==> config.mk <==
export PLATFORM = sky130hd
export DESIGN_NAME = opnd_ea_gen
export DESIGN_NICKNAME = d
export VERILOG_FILES = /design/src/rtl/opea_pkg.sv /design/src/rtl/opea_decode.sv /design/src/rtl/opea_ctrl.sv /design/src/rtl/opea_dp.sv /design/src/rtl/opnd_ea_gen.sv
export SDC_FILE = /design/constraint.sdc
export NUM_CORES = 1
export LEC_CHECK = 0
export BUFFER_PORTS_ARGS = -buffer_cell sky130_fd_sc_hd__buf_2
export CAP_MARGIN = 10
export CORE_MARGIN = 4
export CORE_UTILIZATION = 50
export DETAILED_ROUTE_END_ITERATION = 10
export PLACE_DENSITY_LB_ADDON = 0.3
export SLEW_MARGIN = 0
export SYNTH_ARGS = -nofsm -noshare
export SYNTH_HDL_FRONTEND = slang
export SYNTH_SLANG_ARGS = --single-unit
export TNS_END_PERCENT = 50
==> constraint.sdc <==
create_clock -name clk -period 15 [get_ports clk]
set_clock_uncertainty 0.05 [all_clocks]
set_input_delay 1.5 -clock clk [delete_from_list [all_inputs] [get_ports clk]]
set_output_delay 1.5 -clock clk [all_outputs]
set_load 0.05 [all_outputs]
==> src/rtl/opea_pkg.sv <==
package opea_pkg;
  typedef enum logic [2:0] {
    MODE_INH = 3'd0,
    MODE_IMM = 3'd1,
    MODE_DIR = 3'd2,
    MODE_EXT = 3'd3,
    MODE_IDX = 3'd4,
    MODE_REL = 3'd5
  } addrMode_e;

  typedef struct packed {
    addrMode_e  mode;
    logic [1:0] nOps;
    logic       addIdx;
    logic       iyOk;
  } opInfo_t;

  typedef struct packed {
    logic capPc;
    logic capPre;
    logic capOpc;
    logic capOp1;
    logic finish;
    logic badPre;
  } ctrlStrobe_t;
endpackage

==> src/rtl/opea_decode.sv <==
module opea_decode
  import opea_pkg::*;
#(
  parameter int DATA_W = 8,
  parameter logic [DATA_W-1:0] ADDIDX_CODE = 8'h3A
) (
  input  logic [DATA_W-1:0] opc,
  output opInfo_t           info
);
  logic [3:0] hiNib;
  assign hiNib = opc[DATA_W-1 -: 4];

  always_comb begin
    info = '0;
    unique case (hiNib)
      4'h2:        info.mode = MODE_REL;
      4'h8, 4'hC:  info.mode = MODE_IMM;
      4'h9, 4'hD:  info.mode = MODE_DIR;
      4'hA, 4'hE:  info.mode = MODE_IDX;
      4'hB, 4'hF:  info.mode = MODE_EXT;
      default:     info.mode = MODE_INH;
    endcase
    case (info.mode)
      MODE_EXT: info.nOps = 2'd2;
      MODE_INH: info.nOps = 2'd0;
      default:  info.nOps = 2'd1;
    endcase
    info.addIdx = (opc == ADDIDX_CODE);
    info.iyOk   = (info.mode == MODE_IDX) || info.addIdx;
  end
endmodule

==> src/rtl/opea_ctrl.sv <==
module opea_ctrl
  import opea_pkg::*;
#(
  parameter int DATA_W = 8,
  parameter logic [DATA_W-1:0] PRE_CODE    = 8'h18,
  parameter logic [DATA_W-1:0] ADDIDX_CODE = 8'h3A
) (
  input  logic              clk,
  input  logic              rstN,
  input  logic              byteValid,
  input  logic [DATA_W-1:0] byteData,
  output logic              byteReady,
  output ctrlStrobe_t       strb
);
  typedef enum logic [2:0] {
    ST_FIRST, ST_AFTERPRE, ST_OPER1, ST_OPER2, ST_SHOW
  } ctrlState_e;

  ctrlState_e state, stateNext;
  logic       needTwo, needTwoNext;
  logic       acc;
  opInfo_t    info;

  opea_decode #(.DATA_W(DATA_W), .ADDIDX_CODE(ADDIDX_CODE)) uDec (
    .opc (byteData),
    .info(info)
  );

  assign byteReady = (state != ST_SHOW);
  assign acc       = byteValid && byteReady;

  always_comb begin
    stateNext   = state;
    needTwoNext = needTwo;
    strb        = '0;
    case (state)
      ST_FIRST: if (acc) begin
        strb.capPc = 1'b1;
        if (byteData == PRE_CODE) begin
          strb.capPre = 1'b1;
          stateNext   = ST_AFTERPRE;
        end else begin
          strb.capOpc = 1'b1;
          needTwoNext = (info.nOps == 2'd2);
          if (info.nOps == 2'd0) begin
            strb.finish = 1'b1;
            stateNext   = ST_SHOW;
          end else begin
            stateNext = ST_OPER1;
          end
        end
      end
      ST_AFTERPRE: if (acc) begin
        strb.capOpc = 1'b1;
        needTwoNext = (info.nOps == 2'd2);
        if (!info.iyOk) begin
          strb.badPre = 1'b1;
          strb.finish = 1'b1;
          stateNext   = ST_SHOW;
        end else if (info.nOps == 2'd0) begin
          strb.finish = 1'b1;
          stateNext   = ST_SHOW;
        end else begin
          stateNext = ST_OPER1;
        end
      end
      ST_OPER1: if (acc) begin
        strb.capOp1 = 1'b1;
        if (needTwo) begin
          stateNext = ST_OPER2;
        end else begin
          strb.finish = 1'b1;
          stateNext   = ST_SHOW;
        end
      end
      ST_OPER2: if (acc) begin
        strb.finish = 1'b1;
        stateNext   = ST_SHOW;
      end
      default: stateNext = ST_FIRST;
    endcase
  end

  always_ff @(posedge clk) begin
    if (!rstN) begin
      state   <= ST_FIRST;
      needTwo <= 1'b0;
    end else begin
      state   <= stateNext;
      needTwo <= needTwoNext;
    end
  end

  assert_ready_drop_R1: assert property (@(posedge clk) disable iff (!rstN)
    strb.finish |=> !byteReady);
  assert_ready_back_R1: assert property (@(posedge clk) disable iff (!rstN)
    !byteReady |=> byteReady);
  assert_badpre_only_after_pre_R10: assert property (@(posedge clk) disable iff (!rstN)
    strb.badPre |-> $past(strb.capPre) || (state == ST_AFTERPRE));
endmodule

==> src/rtl/opea_dp.sv <==
module opea_dp
  import opea_pkg::*;
#(
  parameter int ADDR_W = 16,
  parameter int DATA_W = 8,
  parameter logic [DATA_W-1:0] ADDIDX_CODE = 8'h3A
) (
  input  logic              clk,
  input  logic              rstN,
  input  ctrlStrobe_t       strb,
  input  logic [DATA_W-1:0] byteData,
  input  logic [ADDR_W-1:0] ixVal,
  input  logic [ADDR_W-1:0] iyVal,
  input  logic [ADDR_W-1:0] pcVal,
  input  logic [DATA_W-1:0] bVal,
  input  logic              branchTaken,
  output logic              eaValid,
  output logic              illegalOp,
  output logic [ADDR_W-1:0] eaAddr,
  output logic [2:0]        instLen,
  output logic [ADDR_W-1:0] nextPc,
  output logic [2:0]        addrMode,
  output logic [DATA_W-1:0] operandData
);
  localparam int EXT_W = ADDR_W - DATA_W;

  logic [ADDR_W-1:0] pcReg;
  logic              preReg;
  logic [DATA_W-1:0] opcReg;
  logic [DATA_W-1:0] op1Reg;

  logic [DATA_W-1:0] effOpc;
  logic              effPre;
  logic [ADDR_W-1:0] pcBase;
  logic [ADDR_W-1:0] idxSel;
  logic [DATA_W-1:0] idxOff;
  logic [ADDR_W-1:0] idxSum;
  logic [ADDR_W-1:0] relTgt;
  logic [ADDR_W-1:0] seqNext;
  logic [2:0]        lenCalc;
  logic [ADDR_W-1:0] addrCalc;
  logic [ADDR_W-1:0] nextCalc;
  opInfo_t           info;

  opea_decode #(.DATA_W(DATA_W), .ADDIDX_CODE(ADDIDX_CODE)) uDec (
    .opc (effOpc),
    .info(info)
  );

  assign effOpc = strb.capOpc ? byteData : opcReg;
  assign effPre = strb.capPc ? 1'b0 : preReg;
  assign pcBase = strb.capPc ? pcVal : pcReg;
  assign idxSel = effPre ? iyVal : ixVal;
  assign idxOff = info.addIdx ? bVal : byteData;
  assign idxSum = idxSel + {{EXT_W{1'b0}}, idxOff};
  assign relTgt = pcBase + ADDR_W'(2) + {{EXT_W{byteData[DATA_W-1]}}, byteData};

  always_comb begin
    if (strb.badPre) lenCalc = 3'd2;
    else             lenCalc = 3'd1 + 3'(effPre) + 3'(info.nOps);
  end
  assign seqNext = pcBase + ADDR_W'(lenCalc);

  always_comb begin
    addrCalc = '0;
    nextCalc = seqNext;
    if (!strb.badPre) begin
      case (info.mode)
        MODE_EXT: addrCalc = ADDR_W'({op1Reg, byteData});
        MODE_IDX: addrCalc = idxSum;
        MODE_DIR: addrCalc = {{EXT_W{1'b0}}, byteData};
        MODE_REL: begin
          addrCalc = relTgt;
          nextCalc = branchTaken ? relTgt : seqNext;
        end
        MODE_INH: addrCalc = info.addIdx ? idxSum : '0;
        default:  addrCalc = '0;
      endcase
    end
  end

  always_ff @(posedge clk) begin
    if (!rstN) begin
      pcReg  <= '0;
      preReg <= 1'b0;
      opcReg <= '0;
      op1Reg <= '0;
    end else begin
      if (strb.capPc)  pcReg  <= pcVal;
      if (strb.capPc)  preReg <= strb.capPre;
      if (strb.capOpc) opcReg <= byteData;
      if (strb.capOp1) op1Reg <= byteData;
    end
  end

  always_ff @(posedge clk) begin
    if (!rstN) begin
      eaValid     <= 1'b0;
      illegalOp   <= 1'b0;
      eaAddr      <= '0;
      instLen     <= '0;
      nextPc      <= '0;
      addrMode    <= '0;
      operandData <= '0;
    end else begin
      eaValid   <= strb.finish && !strb.badPre;
      illegalOp <= strb.finish && strb.badPre;
      if (strb.finish) begin
        eaAddr   <= addrCalc;
        instLen  <= lenCalc;
        nextPc   <= nextCalc;
        addrMode <= info.mode;
        if (!strb.badPre && info.mode == MODE_IMM) operandData <= byteData;
      end
    end
  end

  assert_one_pulse_R1: assert property (@(posedge clk) disable iff (!rstN)
    eaValid |=> !eaValid);
  assert_strobe_excl_R10: assert property (@(posedge clk) disable iff (!rstN)
    !(eaValid && illegalOp));
  assert_illegal_len_R10: assert property (@(posedge clk) disable iff (!rstN)
    illegalOp |-> (instLen == 3'd2) && (eaAddr == '0));
  assert_direct_page_R6: assert property (@(posedge clk) disable iff (!rstN)
    (eaValid && addrMode == 3'(MODE_DIR)) |-> (eaAddr[ADDR_W-1:DATA_W] == '0));
  assert_imm_noaddr_R7: assert property (@(posedge clk) disable iff (!rstN)
    (eaValid && addrMode == 3'(MODE_IMM)) |-> (eaAddr == '0));
  assert_len_range_R11: assert property (@(posedge clk) disable iff (!rstN)
    eaValid |-> (instLen >= 3'd1) && (instLen <= 3'd4));
  assert_hold_R1: assert property (@(posedge clk) disable iff (!rstN)
    !strb.finish |=> $stable(eaAddr) && $stable(nextPc));
endmodule

==> src/rtl/opnd_ea_gen.sv <==
module opnd_ea_gen
  import opea_pkg::*;
#(
  parameter int ADDR_W = 16,
  parameter int DATA_W = 8,
  parameter logic [DATA_W-1:0] PRE_CODE    = 8'h18,
  parameter logic [DATA_W-1:0] ADDIDX_CODE = 8'h3A
) (
  input  logic              clk,
  input  logic              rstN,
  input  logic              byteValid,
  input  logic [DATA_W-1:0] byteData,
  output logic              byteReady,
  input  logic [ADDR_W-1:0] ixVal,
  input  logic [ADDR_W-1:0] iyVal,
  input  logic [ADDR_W-1:0] pcVal,
  input  logic [DATA_W-1:0] bVal,
  input  logic              branchTaken,
  output logic              eaValid,
  output logic              illegalOp,
  output logic [ADDR_W-1:0] eaAddr,
  output logic [2:0]        instLen,
  output logic [ADDR_W-1:0] nextPc,
  output logic [2:0]        addrMode,
  output logic [DATA_W-1:0] operandData
);
  ctrlStrobe_t strb;

  opea_ctrl #(.DATA_W(DATA_W), .PRE_CODE(PRE_CODE), .ADDIDX_CODE(ADDIDX_CODE)) uCtrl (
    .clk      (clk),
    .rstN     (rstN),
    .byteValid(byteValid),
    .byteData (byteData),
    .byteReady(byteReady),
    .strb     (strb)
  );

  opea_dp #(.ADDR_W(ADDR_W), .DATA_W(DATA_W), .ADDIDX_CODE(ADDIDX_CODE)) uDp (
    .clk        (clk),
    .rstN       (rstN),
    .strb       (strb),
    .byteData   (byteData),
    .ixVal      (ixVal),
    .iyVal      (iyVal),
    .pcVal      (pcVal),
    .bVal       (bVal),
    .branchTaken(branchTaken),
    .eaValid    (eaValid),
    .illegalOp  (illegalOp),
    .eaAddr     (eaAddr),
    .instLen    (instLen),
    .nextPc     (nextPc),
    .addrMode   (addrMode),
    .operandData(operandData)
  );

  assert_ready_at_reset_R12: assert property (@(posedge clk)
    $past(!rstN) |-> byteReady && !eaValid && !illegalOp);
endmodule

After elaboration in Yosys (flattened, before gate mapping)
Memories as Yosys holds them, arrays and structs flattened.
Index checks and enable logic that the tools add are counted.
{ "op_classes": {"n_addsub": 6, "n_eq_ne": 20, "mux": 44, "n_reduce_logical": 14} }
{ "op_table": {"columns": ["cell", "n"], "rows": [
  ["$mux 16", 7],
  ["$pmux 16 s5", 1],
  ["$mux 3", 10],
  ["$add 16x16->16", 1],
  ["$add 16x2->16 const B", 1],
  ["$add 16x3->16", 1],
  ["$add 16x8->16", 1],
  ["$eq 8x6->1 const B", 2],
  ["$mux 8", 2],
  ["$eq 3x2->1 const B", 5],
  ["$mux 1", 15],
  ["$pmux 3 s4", 1],
  ["$eq 3x3->1 const B", 3],
  ["$logic_not 3->1", 3],
  ["$eq 8x5->1 const B", 1],
  ["$ne 2x1->1 const B", 4],
  ["$pmux 2 s2", 2],
  ["$reduce_and 4->1", 2],
  ["$eq 3x1->1 const B", 2],
  ["$mux 2", 3],
  ["$logic_and 1x1->1", 4],
  ["$pmux 1 s2", 2],
  ["$pmux 1 s4", 1],
  ["$add 3x2->3", 1],
  ["other kinds (9)", 9]
]} }
{ "word_totals": {"ff_bits": 85, "mem_bits_ro": 96, "input_bits": 68, "output_inout_bits": 49, "elab_cells": 99, "n_memories": 2} }
{ "memory_table": {"columns": ["name", "words", "width", "rd", "rd_ports_with_merged_regs", "write_ports", "line", "text"], "rows": [
  ["(name not given)", 16, 3, 1, 0, 0, "opea_decode.sv:15", "unique case (hiNib)"],
  ["(name not given)", 16, 3, 1, 0, 0, "opea_decode.sv:15", null]
]} }

Depth between registers and ports, before layout
An unclocked memory read counts as a cell.
{ "depth": {"depth_word": 14, "depth_mapped": 25, "mapped_depth_nobuf": 22} }

By module
Synthesis repeated with hierarchy kept, for this count alone.
{ "unflattened": {"hier_cells": 740, "area_unflattened_um2": 6139.6} }
{ "modules_own_cells": {"columns": ["mod", "n_inst", "cells_per_inst", "area_each_um2", "seq_area_each_um2"], "rows": [
  ["opea_dp", 1, 666, 5535.3, 1621.6],
  ["opea_ctrl", 1, 40, 329.1, 80.1],
  ["opea_decode (uCtrl.uDec)", 1, 17, 140.1, 0.0],
  ["opea_decode (uDp.uDec)", 1, 17, 135.1, 0.0]
]} }

Worst setup path after synthesis
No wires, ideal clock.
{ "synth_timing": {"path_kind": "input-to-reg", "start": "input byteData[6]", "end": "register uDp.nextPc[13]", "setup_time_ns": 0.067, "arrival_time_ns": 6.482, "required_time_ns": 14.883, "setup_slack_ns": 8.401, "path_stages": 22, "n_path_buf": 4, "path_cell_list": "clkbuf_1 or3_1 o31ai_1 buf_2 buf_1 o21ai_0 ha_1 inv_1 and2_1 clkbuf_1 nor2_1 ha_1 fa_1 nand2b_1 ha_1 a21o_1 a21oi_1 or4_4 nor3b_2 xnor2_1 mux2_4 a21oi_2"} }
{ "synth_between": {"elab_chain_len": 14, "elab_cells_between_ends": 33, "cone_classes": "add/sub: 3; eq/ne: 6; mux: 18; reduce/logical: 4; memory: 2"} }
{ "synth_lines": {"columns": ["element", "line", "text"], "rows": [
  ["from (decl)", "opnd_ea_gen.sv:12", "input logic [DATA_W-1:0] byteData,"],
  ["$eq 8x5->1", "opea_ctrl.sv:39", "if (byteData == PRE_CODE) begin"],
  ["$mux 1", "opea_ctrl.sv:39", null],
  ["$mux 3", "opea_ctrl.sv:37", "ST_FIRST: if (acc) begin"],
  ["$pmux 1 s2", "opea_ctrl.sv:36", "case (state)"],
  ["$mux 8", null, null],
  ["$mem_v2 16x3", null, null],
  ["$eq 3x2->1 or $logic_not 3->1 (tied branches)", "opea_decode.sv:23", "case (info.mode)"],
  ["$pmux 2 s2", "opea_decode.sv:23", null],
  ["$add 3x2->3", "opea_dp.sv:60", "else lenCalc = 3'd1 + 3'(effPre) + 3'(info.nOps);"],
  ["$mux 3 *", "opea_dp.sv:59", "if (strb.badPre) lenCalc = 3'd2;"],
  ["named net uDp.lenCalc[1]", "opea_dp.sv:40", "logic [2:0] lenCalc;"],
  ["$add 16x3->16 *", "opea_dp.sv:62", "assign seqNext = pcBase + ADDR_W'(lenCalc);"],
  ["$mux 16", "opea_dp.sv:74", "nextCalc = branchTaken ? relTgt : seqNext;"],
  ["$mux 16", "opea_dp.sv:68", "case (info.mode)"],
  ["$mux 16 *", "opea_dp.sv:67", "if (!strb.badPre) begin"],
  ["to (signal assigned)", "opea_dp.sv:111", "nextPc <= nextCalc;"],
  ["to (decl)", "opea_dp.sv:21", "output logic [ADDR_W-1:0] nextPc,"]
]} }
The timed path passes the listed nets; every way through them passes the cells marked *.
A chain may end at the register's enable or synchronous reset.

Worst setup path after layout
{ "layout_timing": {"start": "input byteData[5]", "end": "register uDp.nextPc[15]"} }
Same word-level chain as after synthesis.

==> impl_metrics.json <==
{
  "outcome": "complete, no violations",
  "end_kind": "register",
  "clk_path_buf_depth": 2,
  "route.detailed.drc": 0,
  "rrSetupSlack_ps": 9280,
  "min_to": "uDp.eaAddr[10]$_SDFFE_PN0P_",
  "wl_um": 18400,
  "synth_area_leader_cell": "dfxtp_1",
  "ant_nets": 0,
  "hold-worst-slack_ps": 403,
  "leakage_nw": 3.17,
  "synthAdderAreaFrac": 0.110,
  "gp_congestion": 0.937,
  "drv_cap": 0,
  "grt_setup_unrepaired": "false",
  "insertion_delay_ps": 350,
  "crit_type": "input port to register",
  "synth_compound_area_frac": 0.189,
  "coreArea_mm2": 0.0115,
  "synth_simple_gate_area_frac": 0.210,
  "async_reset_ff_frac": 0,
  "period_needed_ps": 6670,
  "cts_buffers": 9,
  "met3_length_um": 1770,
  "htreeDepth": 3,
  "hold_depth": 2,
  "finalHoldViolations": 0,
  "final_area_mm2": 0.00684,
  "grt_pass1_vias": 5594,
  "clkTransAtPathRegs_ps": 60,
  "synth_cell_types": 69,
  "root_buffer": "clkbuf_16",
  "top_layer": "met4",
  "worstHoldStart": "uDp.eaAddr[10]$_SDFFE_PN0P_",
  "layout.nets": 944,
  "die_w_um": 116,
  "core.rowCount": 39,
  "synthXorXnorAreaFrac": 0.0582,
  "setup_viol_count_final": 0,
  "reg2reg_depth": 19,
  "synth_ff_type": "dfxtp_1",
  "fin_crit_sh": 0.445,
  "slew_viol_final": 0,
  "dp_hpwl_um": 14100,
  "syn_inst": 730,
  "startpoint_type": "input port",
  "synthMuxAreaShare": 0.0946,
  "vias": 5854,
  "drive_above_1_share": 0.188,
  "tns_ps": 0,
  "synth_fp_nets": 847,
  "gr-total-overflow": 0,
  "layout_common_cells": "116 x nand2_1, 116 x buf_2, 85 x dfxtp_1",
  "syn_area_mm2": 0.00587,
  "grt_usage": 0.278,
  "pwr_density_cell_mw_per_mm2": 102,
  "ys_seq_area_frac": 0.290,
  "synth_seq_cells": 85,
  "synth_top_area_frac": 0.290,
  "synth_area_leaders": "dfxtp_1 29%, ha_1 9.6%, mux2i_1 8.2%",
  "cp_max_fo": 14,
  "grt_pass1_wl_um": 29200,
  "relSlewSlack": 0.268,
  "die_area_mm2": 0.0135,
  "placed_area_mm2": 0.00654,
  "cts_resized": 0,
  "antenna_found_initial": 0,
  "ctsHoldBuffers": 0,
  "wl_per_cell_um": 18.9,
  "r2r-end": "uDp.nextPc[15]$_SDFFE_PN0P_",
  "io_buffers": 116,
  "initial_core_util": 0.512,
  "firstDrtPassIters": 6,
  "cts_setup_buffers": 0,
  "num_io_pins": 117,
  "grt_max_degree": 56,
  "ir_drop_uv": 65.1,
  "min_path_type": "register to register",
  "wl_met1_um": 7710,
  "vias_per_cell": 6.00,
  "drtIter0Drc": 515,
  "synth_edf_count": 0,
  "arrival_ps": 6850,
  "fmax_mhz": 150,
  "die_h_um": 116,
  "worst_pin_slew_ps": 1070,
  "syn2layout_area_growth_pct": 16.4,
  "syn_avg_cell_area_um2": 8.05,
  "r2r-start": "uCtrl.state[1]$_SDFFE_PN0P_",
  "total_power_mw": 0.698,
  "synth_top_family_by_area": "simple AND/OR/NAND/NOR gates",
  "n_fill_cell": 1044,
  "ys.warnings.count": 0,
  "critPathRequiredTime_ps": 15190,
  "setup.worst_path.start": "byteData[5]",
  "cts.sinks": 85,
  "cts_tree": "done",
  "num_antenna_cells": 0,
  "wl_met2_um": 8440
}
-- per-stage QoR --
step | util | setup WS, ps | cells
floorplan | - | 8400 | 730
global placement | 0.571 | 8290 | 959
detailed placement | 0.571 | 8100 | 959
CTS | 0.596 | 8430 | 975
global route | 0.596 | 7970 | 975
finish | 0.596 | 8330 | 975
-- area by class of cell --
type,instances,area (µm²),share of cell area
clock buffers,10,229,0.0335
multi-input cells,575,3900,0.570
repair buffers,125,648,0.0948
flip-flops and latches,85,1700,0.249
well taps,143,179,0.0262
clock inverters,6,63.8,0.00933
inverters,31,116,0.0170
-- state kept, by name (all words and copies together) (netlist names) --
name / count
uDp.pcReg: 16
uCtrl.needTwo: 1
uDp.nextPc: 16
uDp.eaAddr: 16
uDp.op1Reg: 8
uCtrl.state: 3
uDp.illegalOp: 1
uDp.opcReg: 8
uDp.preReg: 1
uDp.addrMode: 3
uDp.eaValid: 1
uDp.instLen: 3
uDp.operandData: 8
-- worst max-delay path, cell delays in order --
cell and delay (ps):
buf_2 190, inv_1 170, ha_1 250, nand4bb_1 210, o31ai_2 290, mux2i_1 910, and2_1 500, nor2_1 80
ha_1 210, fa_1 460, nand2b_1 220, ha_1 310, a21o_1 110, a21oi_1 120, or4_4 590, nor3b_1 310
xnor2_1 170, nand4_1 110, o311ai_1 130
-- cell usage after synthesis (11+ instances only) --
master and number:
nand2_1 116, clkbuf_1 28, xnor2_1 28, nor2_1 63, a222oi_1 11, mux2i_1 48, o21ai_0 40, ha_1 45
dfxtp_1 85, inv_1 30, xor2_1 11, a21oi_1 48, nand3_1 14
-- logic make-up (layout without fill, tap and decap cells) --
| kind of cell | Yosys count | count (layout) |
|---|---|---|
| compound gates | 168 | 168 |
| xor+xnor | 39 | 39 |
| fa+ha+maj | 49 | 49 |
| buf+inv | 70 | 172 |
| flops | 85 | 85 |
| mux | 54 | 54 |
| simple gates | 265 | 265 |
-- worst max-delay path by stage --
stage / to / slack (ps)
after floorplan: uDp.nextPc[13]$_SDFFE_PN0P_ / 8400
after global placement: uDp.nextPc[15]$_SDFFE_PN0P_ / 8290
after detailed placement: uDp.nextPc[15]$_SDFFE_PN0P_ / 8100
after CTS: uDp.nextPc[15]$_SDFFE_PN0P_ / 8430
after global routing: uDp.nextPc[15]$_SDFFE_PN0P_ / 7970
final: uDp.nextPc[15]$_SDFFE_PN0P_ / 8330
-- power by group --
part	internal (mW)	switching [mW]
clock network	0.129	0.0930
logic	0.0805	0.150
registers	0.238	0.00764
total	0.448	0.250
-- metal layers --
| layer | track usage | vias to the layer above |
|---|---|---|
| li1 | - | 2812 |
| met1 | 0.367 | 2730 |
| met2 | 0.452 | 273 |
| met3 | 0.0549 | 39 |
| met4 | 0.102 | 0 |
| met5 | 0 | - |
No activity file was read; power rests on OpenSTA's default activity.
